File: config.mk
export PLATFORM = sky130hd
export DESIGN_NAME = wkup_ctrl
export DESIGN_NICKNAME = d
export VERILOG_FILES = /design/src/rtl/wkup_pkg.sv /design/src/rtl/wkup_sync.sv /design/src/rtl/wkup_debounce.sv /design/src/rtl/wkup_fsm.sv /design/src/rtl/wkup_ctrl.sv
export SDC_FILE = /design/constraint.sdc
export NUM_CORES = 1
export LEC_CHECK = 0
export ABC_AREA = 1
export BUFFER_PORTS_ARGS = -buffer_cell sky130_fd_sc_hd__buf_4
export CAP_MARGIN = 20
export CELL_PAD_IN_SITES_DETAIL_PLACEMENT = 2
export CELL_PAD_IN_SITES_GLOBAL_PLACEMENT = 2
export CORE_ASPECT_RATIO = 0.5
export CORE_UTILIZATION = 37
export CTS_CLUSTER_DIAMETER = 100
export DETAILED_ROUTE_END_ITERATION = 10
export PLACE_DENSITY = 0.82
export SLEW_MARGIN = 20
export SYNTH_ARGS = -nofsm -noshare
export SYNTH_HDL_FRONTEND = slang
export SYNTH_SLANG_ARGS = --single-unit
File: constraint.sdc
create_clock -name clk -period 4.1 [get_ports clk]
set_clock_uncertainty 0.15 [all_clocks]
set_input_delay 0.41 -clock clk [delete_from_list [all_inputs] [get_ports clk]]
set_output_delay 0.41 -clock clk [all_outputs]
set_load 0.05 [all_outputs]
File: src/rtl/wkup_pkg.sv
package wkup_pkg;

    localparam int CAUSE_W = 4;
    localparam int THR_W   = 17;

    typedef enum logic [1:0] {
        ST_IDLE = 2'd0,
        ST_FIRE = 2'd1,
        ST_HOLD = 2'd2
    } wk_state_e;

    // Threshold in consecutive active samples; 0 marks a reserved code.
    function automatic logic [THR_W-1:0] dbnc_thresh(input bit is_input, input logic [2:0] code);
        logic [THR_W-1:0] t;
        t = '0;
        if (!is_input) begin
            unique case (code)
                3'd0: t = 17'd1;
                3'd1: t = 17'd3;
                3'd2: t = 17'd32;
                3'd3: t = 17'd512;
                3'd4: t = 17'd4096;
                3'd5: t = 17'd32768;
                default: t = '0;
            endcase
        end else begin
            unique case (code)
                3'd0: t = 17'd1;
                3'd1: t = 17'd3;
                3'd2: t = 17'd32;
                default: t = '0;
            endcase
        end
        return t;
    endfunction

endpackage

File: src/rtl/wkup_sync.sv
module wkup_sync #(
    parameter int          WIDTH   = 1,
    parameter logic [0:0]  RST_VAL = 1'b0
) (
    input  logic             clk,
    input  logic             rst_n,
    input  logic [WIDTH-1:0] d_async,
    output logic [WIDTH-1:0] q_sync
);
    logic [WIDTH-1:0] stage1;
    logic [WIDTH-1:0] stage2;

    always_ff @(posedge clk or negedge rst_n) begin
        if (!rst_n) begin
            stage1 <= {WIDTH{RST_VAL}};
            stage2 <= {WIDTH{RST_VAL}};
        end else begin
            stage1 <= d_async;
            stage2 <= stage1;
        end
    end

    assign q_sync = stage2;
endmodule

File: src/rtl/wkup_debounce.sv
module wkup_debounce
    import wkup_pkg::*;
#(
    parameter bit IS_INPUT = 1'b0,
    parameter int CODE_W   = 3,
    parameter int CNT_W    = 16
) (
    input  logic              clk,
    input  logic              rst_n,
    input  logic              active,
    input  logic [CODE_W-1:0] code,
    output logic              qualified
);
    localparam int EXT_W = CNT_W + 1;

    logic [THR_W-1:0] thresh;
    logic             reserved;
    logic [CNT_W-1:0] cnt_q;
    logic [EXT_W-1:0] next_cnt;
    logic             qual_q;

    always_comb begin
        logic [2:0] code3;
        code3    = 3'(code);
        thresh   = dbnc_thresh(IS_INPUT, code3);
        reserved = (thresh == '0);
        next_cnt = EXT_W'(cnt_q) + EXT_W'(1);
    end

    always_ff @(posedge clk or negedge rst_n) begin
        if (!rst_n) begin
            cnt_q  <= '0;
            qual_q <= 1'b0;
        end else if (!active || reserved) begin
            cnt_q  <= '0;
            qual_q <= 1'b0;
        end else if (THR_W'(next_cnt) >= thresh) begin
            qual_q <= 1'b1;
        end else begin
            cnt_q  <= CNT_W'(next_cnt);
        end
    end

    assign qualified = qual_q;

    // qualification needs the input active on the previous edge
    a_r6_qual_needs_active: assert property (@(posedge clk) disable iff (!rst_n)
        qual_q |-> $past(active));

    // a reserved code held across an edge never qualifies
    a_r7_reserved_never: assert property (@(posedge clk) disable iff (!rst_n)
        (reserved && $past(reserved)) |-> !qual_q);
endmodule

File: src/rtl/wkup_fsm.sv
module wkup_fsm
    import wkup_pkg::*;
(
    input  logic clk,
    input  logic rst_n,
    input  logic req,
    output logic capture,
    output logic fire
);
    wk_state_e state_q, state_d;

    always_ff @(posedge clk or negedge rst_n) begin
        if (!rst_n) state_q <= ST_IDLE;
        else        state_q <= state_d;
    end

    always_comb begin
        state_d = state_q;
        unique case (state_q)
            ST_IDLE: if (req)  state_d = ST_FIRE;
            ST_FIRE: state_d = req ? ST_HOLD : ST_IDLE;
            ST_HOLD: if (!req) state_d = ST_IDLE;
            default: state_d = ST_IDLE;
        endcase
    end

    always_comb begin
        capture = (state_q == ST_IDLE) && req;
        fire    = (state_q == ST_FIRE);
    end

    // the pulse never lasts two cycles
    a_r9_single_cycle: assert property (@(posedge clk) disable iff (!rst_n)
        fire |=> !fire);

    // no new pulse while a request is held
    a_r9_no_repulse: assert property (@(posedge clk) disable iff (!rst_n)
        (state_q == ST_HOLD && req) |=> !fire);
endmodule

File: src/rtl/wkup_ctrl.sv
module wkup_ctrl
    import wkup_pkg::*;
#(
    parameter int N_WK  = 4,
    parameter int CNT_W = 16,
    localparam int CFG_W = 8 + N_WK
) (
    input  logic               clk,
    input  logic               rst_n,
    input  logic               cfg_we,
    input  logic [CFG_W-1:0]   cfg_wdata,
    output logic [CFG_W-1:0]   cfg_rdata,
    input  logic               stat_clr_we,
    input  logic [CAUSE_W-1:0] stat_clr_mask,
    output logic [CAUSE_W-1:0] stat_cause,
    input  logic               force_n,
    input  logic               bod_alarm,
    input  logic               rtc_alarm,
    input  logic [N_WK-1:0]    wk_in,
    output logic               wake_pulse
);
    logic [CFG_W-1:0]   cfg_q;
    logic [CAUSE_W-1:0] cause_q;
    logic               force_s;
    logic [1:0]         alarm_s;
    logic [N_WK-1:0]    wk_s;
    logic               force_qual;
    logic               wk_qual;
    logic [CAUSE_W-1:0] src;
    logic               req;
    logic               capture;
    logic               fire;

    // configuration register
    always_ff @(posedge clk or negedge rst_n) begin
        if (!rst_n)      cfg_q <= '0;
        else if (cfg_we) cfg_q <= cfg_wdata;
    end
    assign cfg_rdata = cfg_q;

    // synchronizers
    wkup_sync #(.WIDTH(1), .RST_VAL(1'b1)) u_sync_force (
        .clk(clk), .rst_n(rst_n), .d_async(force_n), .q_sync(force_s));
    wkup_sync #(.WIDTH(2), .RST_VAL(1'b0)) u_sync_alarm (
        .clk(clk), .rst_n(rst_n), .d_async({rtc_alarm, bod_alarm}), .q_sync(alarm_s));
    wkup_sync #(.WIDTH(N_WK), .RST_VAL(1'b0)) u_sync_wk (
        .clk(clk), .rst_n(rst_n), .d_async(wk_in), .q_sync(wk_s));

    // debouncers
    wkup_debounce #(.IS_INPUT(1'b0), .CODE_W(3), .CNT_W(CNT_W)) u_dbnc_force (
        .clk(clk), .rst_n(rst_n), .active(!force_s),
        .code(cfg_q[5:3]), .qualified(force_qual));
    wkup_debounce #(.IS_INPUT(1'b1), .CODE_W(2), .CNT_W(CNT_W)) u_dbnc_wk (
        .clk(clk), .rst_n(rst_n), .active(|(wk_s & cfg_q[CFG_W-1:8])),
        .code(cfg_q[7:6]), .qualified(wk_qual));

    // source combining
    always_comb begin
        src[0] = cfg_q[0] && force_qual;
        src[1] = cfg_q[1] && alarm_s[0];
        src[2] = cfg_q[2] && alarm_s[1];
        src[3] = wk_qual;
        req    = |src;
    end

    wkup_fsm u_fsm (
        .clk(clk), .rst_n(rst_n), .req(req), .capture(capture), .fire(fire));

    // sticky cause register
    always_ff @(posedge clk or negedge rst_n) begin
        if (!rst_n) begin
            cause_q <= '0;
        end else begin
            cause_q <= (cause_q & ~(stat_clr_we ? stat_clr_mask : '0))
                     | (capture ? src : '0);
        end
    end

    assign stat_cause = cause_q;
    assign wake_pulse = fire;

    // force cause only with its enable set
    a_r1_force_gated: assert property (@(posedge clk) disable iff (!rst_n)
        $rose(cause_q[0]) |-> $past(cfg_q[0]));

    // brownout cause only with its enable set
    a_r2_bod_gated: assert property (@(posedge clk) disable iff (!rst_n)
        $rose(cause_q[1]) |-> $past(cfg_q[1]));

    // RTC cause only with its enable set
    a_r3_rtc_gated: assert property (@(posedge clk) disable iff (!rst_n)
        $rose(cause_q[2]) |-> $past(cfg_q[2]));

    // each pulse leaves a recorded cause
    a_r10_pulse_has_cause: assert property (@(posedge clk) disable iff (!rst_n)
        fire |-> (cause_q != '0));

    // cleared bits are zero unless a capture coincided
    a_r10_w1c: assert property (@(posedge clk) disable iff (!rst_n)
        (stat_clr_we && !capture) |=> ((cause_q & $past(stat_clr_mask)) == '0));
endmodule

==> metrics.md, run 1 <==
| Metric | Value |
|---|---|
| Most frequent cells in the layout | `111 x nand2_1, 64 x dfrtp_1, 53 x inv_1` |
| Post-CTS Setup Bufs | `0` |
| Drt drc | `0` |
| Top-level I/O count | `44` |
| Slew HR | `around 42%` |
| Post-synthesis sequential area ratio | `~45%` |
| Max Clock Freq | `about 0.30 GHz` |
| Switch Pwr | `approximately 910 uW` |
| Die extent in x | `143 um` |
| DR vias/cell | `slightly above 5` |
| 1st-pass router iterations | `4` |
| First-pass GRT wire length | `19800 um` |
| Vias post-DR | `around 3300` |
| H-tree depth | `3` |
| Vias in the first global route | `around 3800` |
| Setup TNS | `0 ns` |
| Die height | `72.6 um` |
| Core Area | `about 9600 um2` |
| Antenna Nets Post-Route | `0` |
| Int Pwr | `approximately 1500 uW` |
| Nets@finish | `~540` |
| Largest net degree at the start of global routing | `67` |
| Critical path arrival | `approximately 3.4 ns` |
| CTS buffer count | `9` |
| Critical-path maximum fanout | `17` |
| Area grow syn2layout | `20.8%` |
| Global Route Usage Sum | `about a quarter` |
| Final WL | `between 10000 and 15000 um` |
| Combinational Power Share | `approximately a third` |
| Hold Vio Cnt, Final | `0` |
| Commonest non-fill, non-tap cell in the layout | `nand2_1` |
| Clock latency at the later pin of the worst-skew pair | `around 0.34 ns` |
| Die area | `10400 um2` |
| Max VDD drop | `roughly 230 uV` |
| Placed cell count | `625` |
| Ant. Diodes | `0` |
| Clock transition at the registers of the reported paths | `~0.060 ns` |
| Crit end category | `register` |
| Synth warn | `0` |
| Starting Density | `between 30% and 40%` |
| Routed len/inst | `about 19 um` |
| Post-CTS sizing | `0` |
| GR Overflow Total | `0` |
| Met2 WL | `approximately 6500 um` |
| Launching element type of the critical path | `register` |
| Post-Synthesis Cells | `approximately 450` |
| CTS tree | `done` |
| Buffers on Ports | `43` |
| Final GP Congestion | `~0.83` |
| Netlist Area Pre-Place | `roughly 3700 um2` |
| Sw frac | `about two fifths` |
| Syn Area/Cell | `roughly 8 um2` |
| DR top layer | `met4` |
| CTS Root Cell | `clkbuf_16` |
| Run status | `complete, no violations` |
| Num Clock Sinks | `66` |
| Crit path kind | `reg -> reg` |
| CTS Hold Bufs | `0` |
| Clock Path Buffers | `2` |
| Tmin final | `3.35 ns` |
| FF+latch count, synth | `66` |
| Unique masters post-synth | `32` |
| Max-cap violation count | `0` |
| Dpl ws | `0.852 ns` |
| Syn Nets | `~490` |
| Num rows | `25` |
| Worst path required time | `~4.2 ns` |
| Slew Limit Fails | `0` |
| Hold Crit Class | `in -> async` |
| Power density cells | `537 nW/um2` |
| Worst slew pin tran | `0.868 ns` |
| Leak | `0.00222 uW` |
| Hold Slack | `0.0239 ns` |
| First-iteration detailed-routing DRC count | `77` |
| Final setup vio count | `0` |
| Metal-1 WL | `5290 um` |
| Final cell count without fillers | `640` |
| RSZ-0062 raised after global routing | `false` |
| Final Cycle Share | `between 80% and 90%` |
| Layout cells sized above 1 | `about a fifth` |
| DP HPWL | `7930 um` |
| Initial antenna violation count | `0` |
| Seq pwr share | `around a third` |
| Final Worst Setup Slack | `about 0.75 ns` |
| Clock share of power | `34.3%` |
| Met3 wire len | `191 um` |
-- sequential cells by signal, summed over array words and instances (netlist names) --
name / cells
u_dbnc_force.cnt_q: 16
u_dbnc_wk.cnt_q: 16
cfg_rdata: 12
stat_cause: 4
u_sync_wk.q_sync: 4
u_sync_wk.stage1: 4
u_fsm.state_q: 2
u_sync_alarm.q_sync: 2
u_sync_alarm.stage1: 2
u_dbnc_force.qualified: 1
u_dbnc_wk.qualified: 1
u_sync_force.q_sync: 1
u_sync_force.stage1: 1
-- through the flow --
step,utilization (%),power (uW),instance area [um2]
floorplan,-,1320,3690
global placement,43.3,1520,4150
detailed placement,43.4,1560,4150
CTS,46.5,2430,4450
global route,46.5,2500,4450
finish,46.5,2390,4450
-- power by group through the flow --
stage               Sequential (uW)  Clock, uW  Combinational (uW)
finish                          794        821                 777
global route                    801        861                 843
CTS                             794        844                 791
detailed placement              798          0                 764
global placement                792          0                 729
floorplan                       887          0                 433
-- worst paths after layout --
kind                                  startpoint                     end  slack [ns]  cells past startpoint
max                        u_dbnc_force.cnt_q[0]  u_dbnc_force.qualified        0.75                     19
min                                        rst_n      u_dbnc_wk.cnt_q[4]        0.02                      1
max reg2reg                u_dbnc_force.cnt_q[0]  u_dbnc_force.qualified        0.75                     19
min reg2reg                  u_sync_wk.stage1[0]     u_sync_wk.q_sync[0]        0.20                      0
max in group asynchronous                  rst_n   u_dbnc_force.cnt_q[8]        3.20                      1
min in group clk                        wk_in[1]     u_sync_wk.stage1[1]        0.03                      1
-- critical path, stage by stage, from the launching register on --
cell and delay [ns]:
dfrtp_1 0.45, ha_1 0.29, nand2_2 0.13, nor2_4 0.18
nand2_1 0.09, nor2_1 0.12, xor2_1 0.23, ha_1 0.27
nand2_1 0.07, inv_1 0.09, nand3b_1 0.09, nor2_1 0.05
nand3_1 0.10, nor2_1 0.06, nand3_2 0.11, nand2_2 0.08
nor2_4 0.39, nand3_1 0.17, nand2_1 0.10, inv_1 0.05
-- layer usage --
layer	vias up	track usage [%]
met4	0	9.68
met3	19	5.45
met2	30	48.8
met1	1670	29.5
li1	1572	-
met5	-	0
-- cells by family after synthesis --
family,after synthesis,synth area share [%]
fa+ha+maj,11,3.73
compound gates,19,3.29
xor+xnor,15,3.56
flops,66,44.9
mux,7,2.14
simple gates,272,35.5
buf+inv,64,6.92
-- synthesized netlist by cell type --
master    count  area share (%)
nand3_1      46             6.2
nor3_1        9             1.2
nand4_2       1            0.34
o21ai_0      11             1.5
dfstp_2       2             1.4
nand2_4       1            0.31
inv_2         1            0.10
mux2_2        7             2.1
o21bai_1      3            0.61
nand4_1      29             4.9
nand2_2       5            0.85
clkbuf_1      5            0.51
nor2_2        7             1.2
buf_4         1            0.20
inv_1        53             5.4
xor2_1       15             3.6
dfrtp_1      64              43
a21oi_4       1            0.44
or2_2         2            0.34
nand4_4       1            0.58
nor2_1       46             4.7
a21oi_1       2            0.27
a221oi_1      1            0.24
nor3_2        1            0.27
nor2_4        4             1.2
buf_2         3            0.41
nand3_2       3            0.81
ha_1         11             3.7
nand3b_1      6             1.2
buf_6         1            0.31
a22o_1        1            0.24
nand2_1     111              11
-- layout make-up --
class / instances / area [um2]
fillers: 1125 / 5120
inverters: 54 / 203
repair buffers: 46 / 345
well taps: 135 / 169
flip-flops and latches: 66 / 1650
clock buffers: 12 / 236
multi-input cells: 324 / 1780
clock inverters: 3 / 65.1
Note: power is estimated with default switching activity, not from simulation.
==> run 2, diff against run 1 <==
--- a/config.mk
+++ b/config.mk
@@ -5,7 +5,7 @@
 export SDC_FILE = /design/constraint.sdc
 export NUM_CORES = 1
 export LEC_CHECK = 0
-export ABC_AREA = 1
+export ABC_AREA = 0
 export BUFFER_PORTS_ARGS = -buffer_cell sky130_fd_sc_hd__buf_4
 export CAP_MARGIN = 20
 export CELL_PAD_IN_SITES_DETAIL_PLACEMENT = 2
@@ -14,7 +14,7 @@
 export CORE_UTILIZATION = 37
 export CTS_CLUSTER_DIAMETER = 100
 export DETAILED_ROUTE_END_ITERATION = 10
-export PLACE_DENSITY = 0.82
+export PLACE_DENSITY = 0.77
 export SLEW_MARGIN = 20
 export SYNTH_ARGS = -nofsm -noshare
 export SYNTH_HDL_FRONTEND = slang
==> constraint.sdc (replaced) <==
create_clock -name clk -period 3.2 [get_ports clk]
set_clock_uncertainty 0.15 [all_clocks]
set_input_delay 0.32 -clock clk [delete_from_list [all_inputs] [get_ports clk]]
set_output_delay 0.32 -clock clk [all_outputs]
set_load 0.05 [all_outputs]
==> run 2 against run 1 <==
Net effect: the run now ends with setup timing left; non-clock buffer count rose by 30; die area fell by 10%; synthesized area fell by 10%; cell count fell by 21%; sequential cell count did not move; sequential share of layout area rose by 0.39 points.
==> metrics.md, run 2 <==
| Metric | Value |
|---|---|
| Die area | `just over 9000 um2` |
| Nets@finish | `426` |
| Syn Nets | `between 300 and 400` |
| Largest stage delay, worst path | `between 0.4 and 0.5 ns` |
| Unique masters post-synth | `between 50 and 60` |
| Placed cell count | `468` |
| Launching element type of the critical path | `register` |
| Slew Limit Fails | `0` |
| Final Cycle Share | `101%` |
| Vias post-DR | `2993` |
| Synth Flop Type | `dfrtp_1` |
| 1st-pass router iterations | `4` |
| Post-synth EDFFs | `0` |
| Final Worst Setup Slack | `-0.0433 ns` |
| Area grow syn2layout | `34.5%` |
| Critical path arrival | `around 3.3 ns` |
| Buffers on Ports | `43` |
| Critical Path, Cell by Cell | `buf_4 > and3_2 > nand3_1 > xnor2_1 > ha_1 > a2111oi_4 > o211ai_4 > buf_6 > or4_1 > a21oi_2` |
| Core Area | `a little over 8000 um2` |
| Critical-path maximum fanout | `11` |
| CTS buffer count | `9` |
| Layout cells sized above 1 | `between 30% and 40%` |
| WP buf/inv | `2` |
| Run status | `finished, violations left` |
| Clock transition at the registers of the reported paths | `about 0.06 ns` |
| Hold Vio Cnt, Final | `0` |
| Crit end category | `register` |
| Synth warn | `0` |
| Worst reg2reg setup slack | `-0.04 ns` |
| GR Overflow Total | `0` |
| Die height | `roughly 69 um` |
| Commonest non-fill, non-tap cell in the layout | `buf_4` |
| Die extent in x | `136 um` |
| Yosys top cell area share | `between 40% and 50%` |
| RSZ-0062 raised after global routing | `true` |
| Slew HR | `approximately two fifths` |
| Cell with the most instances after synthesis | `dfrtp_1` |
| DR vias/cell | `just under 6` |
| Synth cell count leaders | `64 x dfrtp_1, 22 x nor2_1, 20 x nand2_1` |
| FFs w/ async S/R, synth | `100%` |
| First-pass GRT wire length | `around 18000 um` |
| FF+latch count, synth | `66` |
| Crit path kind | `reg -> reg` |
| Vias in the first global route | `approximately 3200` |
| CTS tree | `done` |
| Post-synthesis sequential area ratio | `50.0%` |
| First-iteration detailed-routing DRC count | `between 100 and 150` |
| CTS Root Cell | `clkbuf_16` |
| Global Route Usage Sum | `26.4%` |
| Clock Path Buffers | `2` |
| Syn Area/Cell | `10.6 um2` |
| Clock latency at the later pin of the worst-skew pair | `about 0.34 ns` |
| Drt drc | `0` |
| Power density cells | `~700 nW/um2` |
| Slowest library cell on the worst path | `or4_1` |
| Netlist Area Pre-Place | `approximately 3300 um2` |
| Final GP Congestion | `around 0.8` |
| Top cell type by total area after synthesis | `dfrtp_1` |
| Top post-synthesis cells by area | `dfrtp_1 48%, ha_1 4.2%, mux2_2 4.1%` |
| CP delay by family, top | `simple AND/OR/NAND/NOR gates` |
| Starting Density | `39.8%` |
| H-tree depth | `3` |
| Post-Synthesis Cells | `between 300 and 400` |
| Num rows | `23` |
| DP HPWL | `between 6000 and 7000 um` |
| Max Clock Freq | `just over 0.3 GHz` |
| Final setup vio count | `2` |
| Worst path required time | `3.29 ns` |
| Initial antenna violation count | `0` |
| # fillers | `about 840` |
| Routed len/inst | `roughly 28 um` |
| Final cell count without fillers | `just over 500` |
| Antenna Nets Post-Route | `0` |
| Hold Crit Class | `in -> reg` |
| Max VDD drop | `roughly 300 uV` |
| Num Clock Sinks | `66` |
| Most frequent cells in the layout | `66 x buf_4, 52 x dfrtp_1, 20 x nor2_1` |
| Top-level I/O count | `44` |
| Final WL | `~14000 um` |
| Worst slew pin tran | `approximately 0.9 ns` |
| Failing checks | `setup timing` |
| Leak | `0.00192 uW` |
| Max-cap violation count | `0` |
| Final Util | `between 50% and 60%` |
| Tmin final | `about 3.2 ns` |
| Largest net degree at the start of global routing | `67` |
| Ant. Diodes | `0` |
==> run 2: changes by cell type after synthesis, moves of 11 or more <==
cell and change:
nand3_1 -27, and2_1 +11, nor2_1 -24, nand2_1 -91
a21oi_1 +16, nand4_1 -23, inv_1 -50, or3_1 +14
==> run 2: stage by stage <==
step / cell area, um2 / power [uW] / setup slack, ns / setup TNS [ns] / hold slack, ns
2_1_floorplan: 3310 / 1560 / 0.239 / 0 / -0.126
3_3_place_gp: 3790 / 1790 / 0.144 / 0 / 0.183
3_5_place_dp: 3790 / 1850 / -0.0994 / -0.198 / 0.192
4_1_cts: 4240 / 2920 / 0.0106 / 0 / 0.0689
5_1_grt: 4450 / 3200 / -0.121 / -0.711 / 0.0692
6_report: 4450 / 3090 / -0.0433 / -0.0699 / 0.0804
==> run 2: per-layer routing <==
metal | wire (um) | global-route usage, % | vias to the layer above
met5 | 0 | 0 | -
met4 | 418 | 12.5 | 0
met3 | 495 | 6.58 | 36
met2 | 7350 | 50.2 | 69
met1 | 5690 | 28.4 | 1579
li1 | - | - | 1309
==> run 2: area by class of cell <==
| cell class | instances | area, um2 | share of cell area [%] |
|---|---|---|---|
| Clock buffer | 13 | 270 | 6.08 |
| Clock inverter | 3 | 46.3 | 1.04 |
| Inverter | 3 | 11.3 | 0.253 |
| Multi-Input combinational cell | 232 | 1720 | 38.6 |
| Sequential cell | 66 | 1670 | 37.5 |
| Tap cell | 112 | 140 | 3.15 |
| Timing Repair Buffer | 76 | 592 | 13.3 |
==> run 2: worst register-to-register path: stages, from the launching register on <==
cell and delay [ns]:
dfrtp_2 0.43, buf_4 0.15, and3_2 0.29, nand3_1 0.19, xnor2_1 0.17, ha_1 0.33, a2111oi_4 0.44, o211ai_4 0.17
buf_6 0.18, or4_1 0.45, a21oi_2 0.20
==> run 2: what timing repair did <==
action,in CTS,in global routing
pin swaps,0,6
setup buffers,2,10
gates cloned,0,1
gates resized for setup,9,35
hold buffers,8,0
setup endpoints to repair,14,25
hold endpoints to repair,71,0
==> run 2: cell families (layout without fill, tap and decap cells) <==
kind of cell | Yosys count | count (layout) | share of synthesized area [%]
AO/OA/AOI/OAI | 66 | 66 | 13.7
XOR/XNOR | 16 | 16 | 4.24
adder cells (fa/ha/maj) | 11 | 11 | 4.16
buffers and inverters | 15 | 95 | 2.35
flip-flops | 66 | 66 | 50.0
multiplexers | 15 | 15 | 4.99
AND/OR/NAND/NOR | 124 | 124 | 20.5
==> run 2: where the power goes <==
part           internal [uW]  total, uW  switching [uW]  leakage (uW)
Clock                    669       1060             389      0.000152
Sequential               929       1050             122      0.000827
Combinational            364        984             620      0.000945
==> run 2: final timing paths <==
path	from	end	cells past startpoint
max	u_dbnc_force.cnt_q[1]	u_dbnc_force.cnt_q[14]	10
min	cfg_wdata[0]	cfg_rdata[0]	2
max in group asynchronous	rst_n	u_dbnc_force.cnt_q[9]	2
min in group asynchronous	rst_n	stat_cause[2]	2
min reg2reg	u_sync_alarm.stage1[0]	u_sync_alarm.q_sync[0]	0
max reg2reg	u_dbnc_force.cnt_q[1]	u_dbnc_force.cnt_q[14]	10
